[src/rtl/wds_pkg.sv]
package wds_pkg;
  typedef enum logic [1:0] {
    PH_HOLD  = 2'd0,
    PH_START = 2'd1,
    PH_RUN   = 2'd2
  } phase_t;
endpackage

[src/rtl/wds_edge_sync.sv]
module wds_edge_sync #(
  parameter int STAGES = 2
) (
  input  logic clk,
  input  logic rst_n,
  input  logic async_in,
  output logic rise_o
);
  logic [STAGES:0] sh;

  always_ff @(posedge clk or negedge rst_n) begin
    if (!rst_n) sh[0] <= 1'b0;
    else        sh[0] <= async_in;
  end

  for (genvar g = 1; g <= STAGES; g++) begin : g_stage
    always_ff @(posedge clk or negedge rst_n) begin
      if (!rst_n) sh[g] <= 1'b0;
      else        sh[g] <= sh[g-1];
    end
  end

  assign rise_o = sh[STAGES-1] & ~sh[STAGES];

  a_r8_single_rise: assert property (@(posedge clk) disable iff (!rst_n)
    rise_o |=> !rise_o);
endmodule

[src/rtl/wds_phase_timer.sv]
module wds_phase_timer
  import wds_pkg::*;
#(
  parameter int RST_TICKS   = 4,
  parameter int START_TICKS = 8,
  parameter int RUN_TICKS   = 5
) (
  input  logic   clk,
  input  logic   rst_n,
  input  logic   pwr_good,
  input  logic   tick,
  input  logic   rise,
  output phase_t phase_o,
  output logic   fault_o
);
  localparam int MAXT  = (RST_TICKS > START_TICKS) ?
                         ((RST_TICKS > RUN_TICKS) ? RST_TICKS : RUN_TICKS) :
                         ((START_TICKS > RUN_TICKS) ? START_TICKS : RUN_TICKS);
  localparam int CNT_W = (MAXT < 2) ? 1 : $clog2(MAXT + 1);
  localparam logic [CNT_W-1:0] RST_LAST   = CNT_W'(RST_TICKS - 1);
  localparam logic [CNT_W-1:0] START_LAST = CNT_W'(START_TICKS - 1);
  localparam logic [CNT_W-1:0] RUN_LAST   = CNT_W'(RUN_TICKS - 1);

  phase_t           ph_q, ph_d;
  logic [CNT_W-1:0] cnt_q, cnt_d;
  logic             flt;

  always_comb begin
    ph_d  = ph_q;
    cnt_d = cnt_q;
    flt   = 1'b0;
    if (!pwr_good) begin
      ph_d  = PH_HOLD;
      cnt_d = '0;
    end else begin
      unique case (ph_q)
        PH_HOLD: begin
          if (tick) begin
            if (cnt_q == RST_LAST) begin
              ph_d  = PH_START;
              cnt_d = '0;
            end else begin
              cnt_d = cnt_q + 1'b1;
            end
          end
        end
        PH_START: begin
          if (rise) begin
            ph_d  = PH_RUN;
            cnt_d = '0;
          end else if (tick) begin
            if (cnt_q == START_LAST) begin
              flt   = 1'b1;
              ph_d  = PH_HOLD;
              cnt_d = '0;
            end else begin
              cnt_d = cnt_q + 1'b1;
            end
          end
        end
        PH_RUN: begin
          if (rise) begin
            cnt_d = '0;
          end else if (tick) begin
            if (cnt_q == RUN_LAST) begin
              flt   = 1'b1;
              ph_d  = PH_HOLD;
              cnt_d = '0;
            end else begin
              cnt_d = cnt_q + 1'b1;
            end
          end
        end
        default: begin
          ph_d  = PH_HOLD;
          cnt_d = '0;
        end
      endcase
    end
  end

  always_ff @(posedge clk or negedge rst_n) begin
    if (!rst_n) begin
      ph_q  <= PH_HOLD;
      cnt_q <= '0;
    end else begin
      ph_q  <= ph_d;
      cnt_q <= cnt_d;
    end
  end

  assign phase_o = ph_q;
  assign fault_o = flt;

  a_r3_pg_low_restarts: assert property (@(posedge clk) disable iff (!rst_n)
    !pwr_good |=> (ph_q == PH_HOLD && cnt_q == '0));
  a_r4_fault_to_hold: assert property (@(posedge clk) disable iff (!rst_n)
    fault_o |=> (ph_q == PH_HOLD));
  a_r8_rise_restarts_run: assert property (@(posedge clk) disable iff (!rst_n)
    (pwr_good && rise && ph_q != PH_HOLD) |=> (ph_q == PH_RUN && cnt_q == '0));
  a_r2_count_bound: assert property (@(posedge clk) disable iff (!rst_n)
    cnt_q < CNT_W'(MAXT));
endmodule

[src/rtl/wds_fault_latch.sv]
module wds_fault_latch (
  input  logic clk,
  input  logic rst_n,
  input  logic set_i,
  input  logic clr_lvl_i,
  output logic flag_o
);
  logic clr_prev;
  logic clr_fall;

  assign clr_fall = clr_prev & ~clr_lvl_i;

  always_ff @(posedge clk or negedge rst_n) begin
    if (!rst_n) begin
      clr_prev <= 1'b0;
      flag_o   <= 1'b0;
    end else begin
      clr_prev <= clr_lvl_i;
      if (set_i)         flag_o <= 1'b1;
      else if (clr_fall) flag_o <= 1'b0;
    end
  end

  a_r7_set_wins: assert property (@(posedge clk) disable iff (!rst_n)
    set_i |=> flag_o);
  a_r6_sticky: assert property (@(posedge clk) disable iff (!rst_n)
    (flag_o && !(clr_prev && !clr_lvl_i)) |=> flag_o);
endmodule

[src/rtl/wds_fet_gate.sv]
module wds_fet_gate #(
  parameter int           N       = 3,
  parameter logic [N-1:0] OFF_LVL = '0
) (
  input  logic         force_off,
  input  logic [N-1:0] req,
  output logic [N-1:0] drv
);
  for (genvar g = 0; g < N; g++) begin : g_fet
    assign drv[g] = force_off ? OFF_LVL[g] : req[g];
  end
endmodule

[src/rtl/wdog_supervisor.sv]
module wdog_supervisor
  import wds_pkg::*;
#(
  parameter int   SYNC_STAGES = 2,
  parameter int   RST_TICKS   = 4,
  parameter int   START_TICKS = 8,
  parameter int   RUN_TICKS   = 5,
  parameter logic PRE_OFF_LVL = 1'b1
) (
  input  logic clk,
  input  logic rst_n,
  input  logic pwr_good,
  input  logic tick,
  input  logic wdi,
  input  logic sleep_req,
  input  logic latch_clr,
  input  logic chg_req,
  input  logic dsg_req,
  input  logic pre_req,
  output logic host_rst_n,
  output logic wd_fault,
  output logic chg_drv,
  output logic dsg_drv,
  output logic pre_drv
);
  localparam int NFET = 3;
  localparam logic [NFET-1:0] FET_OFF = {PRE_OFF_LVL, 1'b0, 1'b0};

  logic   rise;
  logic   fault_evt;
  phase_t phase;
  logic   flag;
  logic [NFET-1:0] drv;
  logic   sleep_unused;

  // Supervision deliberately ignores sleep mode.
  assign sleep_unused = sleep_req;

  wds_edge_sync #(.STAGES(SYNC_STAGES)) u_sync (
    .clk(clk), .rst_n(rst_n), .async_in(wdi), .rise_o(rise)
  );

  wds_phase_timer #(
    .RST_TICKS(RST_TICKS), .START_TICKS(START_TICKS), .RUN_TICKS(RUN_TICKS)
  ) u_timer (
    .clk(clk), .rst_n(rst_n), .pwr_good(pwr_good), .tick(tick),
    .rise(rise), .phase_o(phase), .fault_o(fault_evt)
  );

  wds_fault_latch u_latch (
    .clk(clk), .rst_n(rst_n), .set_i(fault_evt), .clr_lvl_i(latch_clr),
    .flag_o(flag)
  );

  wds_fet_gate #(.N(NFET), .OFF_LVL(FET_OFF)) u_gate (
    .force_off(flag | ~pwr_good),
    .req({pre_req, dsg_req, chg_req}),
    .drv(drv)
  );

  assign host_rst_n = pwr_good & (phase != PH_HOLD);
  assign wd_fault   = flag;
  assign chg_drv    = drv[0];
  assign dsg_drv    = drv[1];
  assign pre_drv    = drv[2];

  a_r4_fault_forces_off: assert property (@(posedge clk) disable iff (!rst_n)
    wd_fault |-> (!chg_drv && !dsg_drv && pre_drv == PRE_OFF_LVL));
  a_r5_fault_resets_host: assert property (@(posedge clk) disable iff (!rst_n)
    fault_evt |=> (!host_rst_n && wd_fault));
endmodule

[config.mk]
export PLATFORM = sky130hd
export DESIGN_NAME = wdog_supervisor
export DESIGN_NICKNAME = d
export VERILOG_FILES = /design/src/rtl/wds_pkg.sv /design/src/rtl/wds_edge_sync.sv /design/src/rtl/wds_phase_timer.sv /design/src/rtl/wds_fault_latch.sv /design/src/rtl/wds_fet_gate.sv /design/src/rtl/wdog_supervisor.sv
export SDC_FILE = /design/constraint.sdc
export NUM_CORES = 1
export LEC_CHECK = 0
export BUFFER_PORTS_ARGS = -buffer_cell sky130_fd_sc_hd__buf_2
export CAP_MARGIN = 20
export CORE_UTILIZATION = 40
export CTS_BUF_LIST = sky130_fd_sc_hd__clkbuf_16
export DETAILED_ROUTE_END_ITERATION = 12
export HOLD_SLACK_MARGIN = 0.1
export SLEW_MARGIN = 30
export SYNTH_ARGS = -nofsm -noshare
export SYNTH_HDL_FRONTEND = slang
export SYNTH_SLANG_ARGS = --single-unit
[constraint.sdc]
create_clock -name clk -period 1.6 [get_ports clk]
set_input_delay 0.32 -clock clk [delete_from_list [all_inputs] [get_ports clk]]
set_output_delay 0.32 -clock clk [all_outputs]
set_load 0.005 [all_outputs]
==> impl_metrics.prom, run 1 <==
# TYPE chip_impl_metric gauge
chip_impl_info{name="synth_top_flop_cell",value="sky130_fd_sc_hd__dfrtp_1"} 1
chip_impl_info{name="critPathLaunch",value="u_timer.cnt_q[0]$_DFFE_PN0P_"} 1
chip_impl_info{name="failed_checks",value="negative setup slack"} 1
chip_impl_metric{name="routability_congestion_estimate",unit=""} 0.800
chip_impl_info{name="cp-end-kind",value="flip-flop"} 1
chip_impl_metric{name="grt_pass1_vias",unit=""} 653
chip_impl_metric{name="totalPowerFinal",unit="uW"} 1180
chip_impl_metric{name="fmaxAchievable",unit="MHz"} 617
chip_impl_metric{name="cap_violations",unit=""} 0
chip_impl_metric{name="tightestPinTransition",unit="ns"} 0.262
chip_impl_metric{name="netlist.area_leader.share",unit="%"} 37.0
chip_impl_metric{name="rows",unit=""} 15
chip_impl_metric{name="clkLatencyLatePin",unit="ns"} 0.24
chip_impl_metric{name="period_needed",unit="ns"} 1.62
chip_impl_metric{name="final_setup_viols",unit=""} 1
chip_impl_metric{name="num_io_pins",unit=""} 15
chip_impl_metric{name="max-slew-margin-rel",unit="%"} 82.5
chip_impl_info{name="clk_root_buffer_cell",value="sky130_fd_sc_hd__clkbuf_16"} 1
chip_impl_metric{name="report.final.hold_viol_count",unit=""} 0
chip_impl_info{name="path_class",value="flip-flop to flip-flop"} 1
chip_impl_metric{name="crit_arrival",unit="ns"} 1.75
chip_impl_info{name="kind_of_path_behind_the_tightest_hold_check",value="input port to flip-flop"} 1
chip_impl_metric{name="netlist-cell-type-count",unit=""} 35
chip_impl_metric{name="synth-adder-area-share",unit="%"} 10.1
chip_impl_metric{name="syn_nets",unit=""} 92
chip_impl_metric{name="grt.total_usage",unit="%"} 20.1
chip_impl_metric{name="diodes",unit=""} 0
chip_impl_metric{name="initialDrtViolationCount",unit=""} 13
chip_impl_metric{name="detailedPlace.worstSlack",unit="ns"} -0.0543
chip_impl_metric{name="route.detailed.drc",unit=""} 0
chip_impl_metric{name="mappedNetlistArea",unit="sq um"} 744
chip_impl_metric{name="clockBufferDepth",unit=""} 2
chip_impl_metric{name="detailed_place_hpwl",unit="mm"} 1.18
chip_impl_info{name="outcome",value="complete, but fails checks"} 1
chip_impl_metric{name="synth_enable_flop_cells",unit=""} 0
chip_impl_metric{name="synth-seq-area-share",unit="%"} 37.0
chip_impl_metric{name="die_area",unit="sq mm"} 0.00204
chip_impl_metric{name="proportion_of_layout_cells_with_a_drive_suffix_above_1",unit="%"} 39.4
chip_impl_info{name="rsz_0062_raised_after_global_routing",value="yes"} 1
chip_impl_metric{name="grt_pass1_wl",unit="mm"} 2.79
chip_impl_metric{name="drt_wl_total",unit="mm"} 1.72
chip_impl_metric{name="total_clock_sinks",unit=""} 11
chip_impl_metric{name="syn_inst",unit=""} 76
chip_impl_info{name="mostFrequentLayoutCell",value="sky130_fd_sc_hd__buf_2"} 1
chip_impl_metric{name="floorplan.initialDensity",unit="%"} 43.1
chip_impl_metric{name="fin_worst_skew",unit="ns"} 0.00149
chip_impl_metric{name="htreeDepth",unit=""} 1
chip_impl_metric{name="report.final.slew_viol_count",unit=""} 0
chip_impl_info{name="cts_tree",value="done"} 1
chip_impl_metric{name="cts_made_buffers",unit=""} 3
chip_impl_metric{name="fin_crit_sh",unit="%"} 101
chip_impl_info{name="yosys.area.top_type",value="sky130_fd_sc_hd__dfrtp_1"} 1
chip_impl_metric{name="yosys.area_share.xor_xnor",unit="%"} 0
chip_impl_metric{name="initial_antenna_violation_count",unit=""} 0
chip_impl_info{name="reg2reg_from",value="u_timer.cnt_q[0]$_DFFE_PN0P_"} 1
chip_impl_metric{name="worstPathMaxFanout",unit=""} 3
chip_impl_info{name="holdCritStartpoint",value="wdi"} 1
chip_impl_metric{name="synth.mux.area_fraction",unit="%"} 1.34
chip_impl_metric{name="ir_worst_vdd",unit="V"} 0.000637
chip_impl_info{name="most-common-layout-cells",value="13 x sky130_fd_sc_hd__buf_2, 11 x sky130_fd_sc_hd__dfrtp_1, 10 x sky130_fd_sc_hd__buf_4"} 1
chip_impl_info{name="largest_family_of_logic_cells_by_synthesized_area",value="simple AND/OR/NAND/NOR gates"} 1
chip_impl_metric{name="floorplan_core_area",unit="sq mm"} 0.00173
chip_impl_metric{name="cp_data_required_time",unit="ns"} 1.72
chip_impl_metric{name="floorplan.die.height",unit="um"} 45.1
chip_impl_metric{name="placement.io_buffers",unit=""} 13
chip_impl_metric{name="drt-wirelength-per-cell",unit="um"} 13.3
chip_impl_metric{name="synthToLayoutAreaGrowth",unit="%"} 40.8
chip_impl_metric{name="synth_compound_area_share",unit="%"} 17.0
chip_impl_metric{name="flop_and_latch_count_out_of_synthesis",unit=""} 11
chip_impl_metric{name="pin_count_of_the_biggest_net_entering_global_routing",unit=""} 13
chip_impl_metric{name="power.leakage",unit="uW"} 0.000508
chip_impl_metric{name="cellPowerDensity",unit="mW/mm^2"} 1130
chip_impl_metric{name="via_count",unit=""} 676
chip_impl_metric{name="clkTransAtPathRegs",unit="ns"} 0.04
chip_impl_metric{name="ffs_w_async_s_r_synth",unit="%"} 100
chip_impl_metric{name="grt_remaining_overflow",unit=""} 0
chip_impl_metric{name="nets",unit=""} 121
chip_impl_info{name="start_kind",value="flip-flop"} 1
chip_impl_metric{name="synth.avg_cell_area",unit="sq um"} 9.80
chip_impl_metric{name="floorplan.die.width",unit="um"} 45.1
chip_impl_metric{name="drt-vias-per-instance",unit=""} 5.24
chip_impl_metric{name="finalWorstSetupSlack",unit="ns"} -0.0214
chip_impl_metric{name="ys.warnings.count",unit=""} 0
chip_impl_metric{name="yosys.area_share.simple",unit="%"} 30.1
chip_impl_metric{name="drt.antenna.violating_nets",unit=""} 0
chip_impl_metric{name="n_fill_cell",unit=""} 161
chip_impl_metric{name="dr.pass1.iters",unit=""} 4
chip_impl_info{name="synth_top_cells_by_area",value="sky130_fd_sc_hd__dfrtp_1 37%, sky130_fd_sc_hd__ha_1 10%, sky130_fd_sc_hd__nand3_1 4.7%"} 1
-- power breakdown --
| part | total [uW] | switching [uW] | internal [uW] | leakage, uW |
|---|---|---|---|---|
| sequential | 332 | 23.8 | 308 | 0.000142 |
| combinational | 403 | 186 | 218 | 0.000324 |
| clock | 449 | 121 | 328 | 0.0000423 |
-- area by class of cell --
class,instances,area (sq um),area share [%]
multi-input cells,58,479,45.7
repair buffers,25,161,15.4
well taps,25,31.3,2.98
clock buffers,3,75.1,7.16
clock inverters,1,3.75,0.358
flip-flops and latches,11,275,26.3
inverters,6,22.5,2.15
-- routing by layer --
layer / vias to the layer above / global-route usage, % / part of all wire [%]
li1: 329 / - / -
met1: 318 / 25.2 / 44
met2: 25 / 30.1 / 49
met3: 4 / 4.80 / 4.9
met4: 0 / 13.9 / 2.4
met5: - / 0 / 0
-- through the flow --
stage	cell area, sq um	hold slack (ns)	instances	TNS [ns]	util (%)
global placement	897	0.209	122	-0.0467	52.0
floorplan	744	0.0244	76	0	-
finish	1050	0.187	129	-0.0214	60.7
CTS	1020	0.184	128	0	59.1
global route	1050	0.182	129	-0.227	60.7
detailed placement	897	0.210	122	-0.146	52.0
-- cell usage after synthesis (all sizes together) (2+ instances only) --
library cell / n
nand2: 5
nor2: 4
a22o: 2
inv: 6
and2: 2
dfrtp: 11
nor2b: 3
o21ai: 4
and2b: 3
nand3: 7
a41o: 2
nand2b: 3
ha: 6
nand3b: 3
-- final timing paths --
path	end	slack [ns]	cells past startpoint
worst max-delay path	u_timer.cnt_q[2]$_DFFE_PN0P_	-0.02	6
worst min-delay path	u_sync.sh[0]$_DFF_PN0_	0.19	1
worst max register to register	u_timer.cnt_q[2]$_DFFE_PN0P_	-0.02	6
worst min register to register	u_sync.sh[1]$_DFF_PN0_	0.35	0
max in group asynchronous	u_sync.sh[2]$_DFF_PN0_	0.91	2
min in group asynchronous	u_timer.cnt_q[2]$_DFFE_PN0P_	0.48	2
-- worst max-delay path, cell delays in order (launching register included) --
cell and delay [ns]:
sky130_fd_sc_hd__dfrtp_1 0.36, sky130_fd_sc_hd__ha_1 0.19, sky130_fd_sc_hd__or3b_1 0.35, sky130_fd_sc_hd__a22o_1 0.18, sky130_fd_sc_hd__a31oi_1 0.21, sky130_fd_sc_hd__o21ai_1 0.10
sky130_fd_sc_hd__o2bb2ai_1 0.12
-- repair_timing --
item	4_1_cts	5_1_grt
endpoints found under the hold margin	11	0
endpoints found under the setup margin	6	6
cloned	0	0
gates resized for setup	5	6
setup buffers	1	1
hold buffers	1	0
pin swaps	2	2
-- cells by family (layout without fill, tap and decap cells) --
group,Yosys count,count (layout)
AND/OR/NAND/NOR,35,35
AO/OA/AOI/OAI,16,16
flip-flops,11,11
buffers and inverters,7,35
adder cells (fa/ha/maj),6,6
multiplexers,1,1
-- registers in the layout (all words and copies together) (netlist names) --
name	flops
u_timer.cnt_q	4
u_sync.sh	3
u_timer.phase_o	2
u_latch.clr_prev	1
u_latch.flag_o	1
Power figures use the tool's default switching activity.
==> inputs of run 2 (changes only) <==
- CELL_PAD_IN_SITES_DETAIL_PLACEMENT: unset -> 1
- CELL_PAD_IN_SITES_GLOBAL_PLACEMENT: unset -> 1
- CORE_UTILIZATION: 40 -> 36
- PLACE_DENSITY_LB_ADDON: unset -> 0.1
==> impl_metrics.prom, run 2 (same netlist as run 1, synthesis figures left out) <==
# TYPE chip_impl_metric gauge
chip_impl_info{name="path_class",value="flip-flop to flip-flop"} 1
chip_impl_metric{name="fin_worst_skew",unit="ns"} 0.00421
chip_impl_metric{name="synthToLayoutAreaGrowth",unit="%"} 45.5
chip_impl_info{name="mostFrequentLayoutCell",value="sky130_fd_sc_hd__buf_2"} 1
chip_impl_metric{name="detailed_place_hpwl",unit="mm"} 1.44
chip_impl_info{name="failed_checks",value="negative setup slack"} 1
chip_impl_metric{name="fmaxAchievable",unit="MHz"} 614
chip_impl_metric{name="power.leakage",unit="uW"} 0.000504
chip_impl_metric{name="cellPowerDensity",unit="mW/mm^2"} 1110
chip_impl_info{name="kind_of_path_behind_the_tightest_hold_check",value="input port to flip-flop"} 1
chip_impl_metric{name="drt-wirelength-per-cell",unit="um"} 15.1
chip_impl_metric{name="proportion_of_layout_cells_with_a_drive_suffix_above_1",unit="%"} 42.7
chip_impl_metric{name="setup.reg_to_reg.worst_slack",unit="ns"} -0.03
chip_impl_metric{name="cts_made_buffers",unit=""} 3
chip_impl_info{name="most-common-layout-cells",value="13 x sky130_fd_sc_hd__buf_2, 11 x sky130_fd_sc_hd__dfrtp_1, 8 x sky130_fd_sc_hd__buf_4"} 1
chip_impl_metric{name="diodes",unit=""} 0
chip_impl_metric{name="grt_pass1_wl",unit="mm"} 2.99
chip_impl_metric{name="pin_count_of_the_biggest_net_entering_global_routing",unit=""} 13
chip_impl_metric{name="grt_pass1_vias",unit=""} 677
chip_impl_metric{name="setup-tns-final",unit="ns"} -0.0291
chip_impl_metric{name="drt.antenna.violating_nets",unit=""} 0
chip_impl_metric{name="report.final.slew_viol_count",unit=""} 0
chip_impl_metric{name="cp_data_required_time",unit="ns"} 1.72
chip_impl_metric{name="rows",unit=""} 16
chip_impl_info{name="start_kind",value="flip-flop"} 1
chip_impl_metric{name="dr.pass1.iters",unit=""} 6
chip_impl_metric{name="grt.total_usage",unit="%"} 19.6
chip_impl_metric{name="clkLatencyLatePin",unit="ns"} 0.24
chip_impl_metric{name="floorplan.initialDensity",unit="%"} 37.9
chip_impl_metric{name="placement.io_buffers",unit=""} 13
chip_impl_metric{name="route.detailed.drc",unit=""} 0
chip_impl_metric{name="floorplan.die.width",unit="um"} 47.5
chip_impl_metric{name="htreeDepth",unit=""} 1
chip_impl_metric{name="num_io_pins",unit=""} 15
chip_impl_metric{name="drt-vias-per-instance",unit=""} 5.28
chip_impl_metric{name="period_needed",unit="ns"} 1.63
chip_impl_metric{name="routability_congestion_estimate",unit=""} 0.701
chip_impl_info{name="outcome",value="complete, but fails checks"} 1
chip_impl_metric{name="ir_worst_vdd",unit="V"} 0.000658
chip_impl_metric{name="die_area",unit="sq mm"} 0.00225
chip_impl_metric{name="worstPathMaxFanout",unit=""} 5
chip_impl_metric{name="finalWorstSetupSlack",unit="ns"} -0.0291
chip_impl_metric{name="drt_wl_total",unit="mm"} 1.96
chip_impl_metric{name="crit_arrival",unit="ns"} 1.75
chip_impl_metric{name="floorplan_core_area",unit="sq mm"} 0.00196
chip_impl_info{name="cp-end-kind",value="flip-flop"} 1
chip_impl_info{name="top_register",value="u_timer.cnt_q"} 1
chip_impl_metric{name="clockBufferDepth",unit=""} 2
chip_impl_metric{name="report.final.hold_viol_count",unit=""} 0
chip_impl_info{name="cts_tree",value="done"} 1
chip_impl_metric{name="initial_antenna_violation_count",unit=""} 0
chip_impl_metric{name="totalPowerFinal",unit="uW"} 1200
chip_impl_metric{name="nets",unit=""} 120
chip_impl_metric{name="max-slew-margin-rel",unit="%"} 81.7
chip_impl_metric{name="final_design_area_excluding_fillers",unit="sq mm"} 0.00108
chip_impl_metric{name="final_setup_viols",unit=""} 1
chip_impl_metric{name="via_count",unit=""} 687
chip_impl_metric{name="fin_crit_sh",unit="%"} 102
chip_impl_metric{name="total_clock_sinks",unit=""} 11
chip_impl_metric{name="floorplan.die.height",unit="um"} 47.5
chip_impl_info{name="rsz_0062_raised_after_global_routing",value="yes"} 1
chip_impl_info{name="clk_root_buffer_cell",value="sky130_fd_sc_hd__clkbuf_16"} 1
chip_impl_metric{name="initialDrtViolationCount",unit=""} 8
chip_impl_metric{name="cap_violations",unit=""} 0
chip_impl_metric{name="dpl-instance-area",unit="sq um"} 900
chip_impl_metric{name="grt_remaining_overflow",unit=""} 0
chip_impl_metric{name="clkTransAtPathRegs",unit="ns"} 0.04
chip_impl_metric{name="tightestPinTransition",unit="ns"} 0.275
chip_impl_metric{name="max_ffs_per_register",unit=""} 4
run 2: cell types whose count changed in the layout (fill, tap and decap cells not counted), sizes merged:
cell / delta
buf: -1
clkinv: +1
inv: -1
run 2: report_power, final:
group / internal [uW] / switching (uW) / total [uW]
clock network: 331 / 127 / 458
logic: 209 / 198 / 408
registers: 308 / 28.6 / 337
run 2: per-layer routing:
metal	vias up	track usage, %	part of all wire [%]
li1	325	-	-
met1	342	23.8	44
met2	18	35.3	53
met3	2	4.53	3.1
met4	0	3.43	0.61
met5	-	0	0
run 2: layout make-up:
class | instances | area (sq um)
sequential | 11 | 275
multi-input combinational | 58 | 514
tap | 27 | 33.8
timing repair buffer | 24 | 158
clock buffer | 3 | 75.1
clock inverter | 1 | 5.00
fill | 239 | 878
inverter | 6 | 22.5
run 2: worst max-delay path, cell delays in order (launching register included):
cell,delay (ns)
sky130_fd_sc_hd__dfrtp_1,0.41
sky130_fd_sc_hd__inv_2,0.09
sky130_fd_sc_hd__ha_4,0.20
sky130_fd_sc_hd__nor4bb_4,0.29
sky130_fd_sc_hd__nor3_2,0.09
sky130_fd_sc_hd__a41o_1,0.25
sky130_fd_sc_hd__nand3_1,0.09
sky130_fd_sc_hd__nand3_1,0.07
run 2: final timing paths:
path                                           startpoint                      endpoint  depth (start not counted)
min in group asynchronous                           rst_n    u_latch.clr_prev$_DFF_PN0_                          2
hold reg to reg                    u_sync.sh[0]$_DFF_PN0_        u_sync.sh[1]$_DFF_PN0_                          0
setup reg to reg           u_timer.phase_o[0]$_DFFE_PN0P_  u_timer.cnt_q[3]$_DFFE_PN0P_                          7
setup / recovery           u_timer.phase_o[0]$_DFFE_PN0P_  u_timer.cnt_q[3]$_DFFE_PN0P_                          7
hold / removal                                        wdi        u_sync.sh[0]$_DFF_PN0_                          1
max in group asynchronous                           rst_n  u_timer.cnt_q[3]$_DFFE_PN0P_                          2
run 2: metrics by stage:
stage	hold WS, ns	instances	utilization, %	worst slack, ns
finish	0.184	130	55.2	-0.0291
global route	0.176	130	55.2	-0.0964
CTS	0.181	130	53.1	-0.0112
detailed placement	0.212	124	45.9	-0.0655
global placement	0.209	124	45.9	-0.0358
floorplan	0.0244	76	-	0.0476
run 2: what timing repair did:
action | in CTS | in global routing
hold buffers | 1 | 0
endpoints found under the hold margin | 11 | 0
gates resized for setup | 8 | 9
gates cloned | 0 | 0
setup buffers | 1 | 0
setup endpoints to repair | 6 | 6
pin swaps | 3 | 3
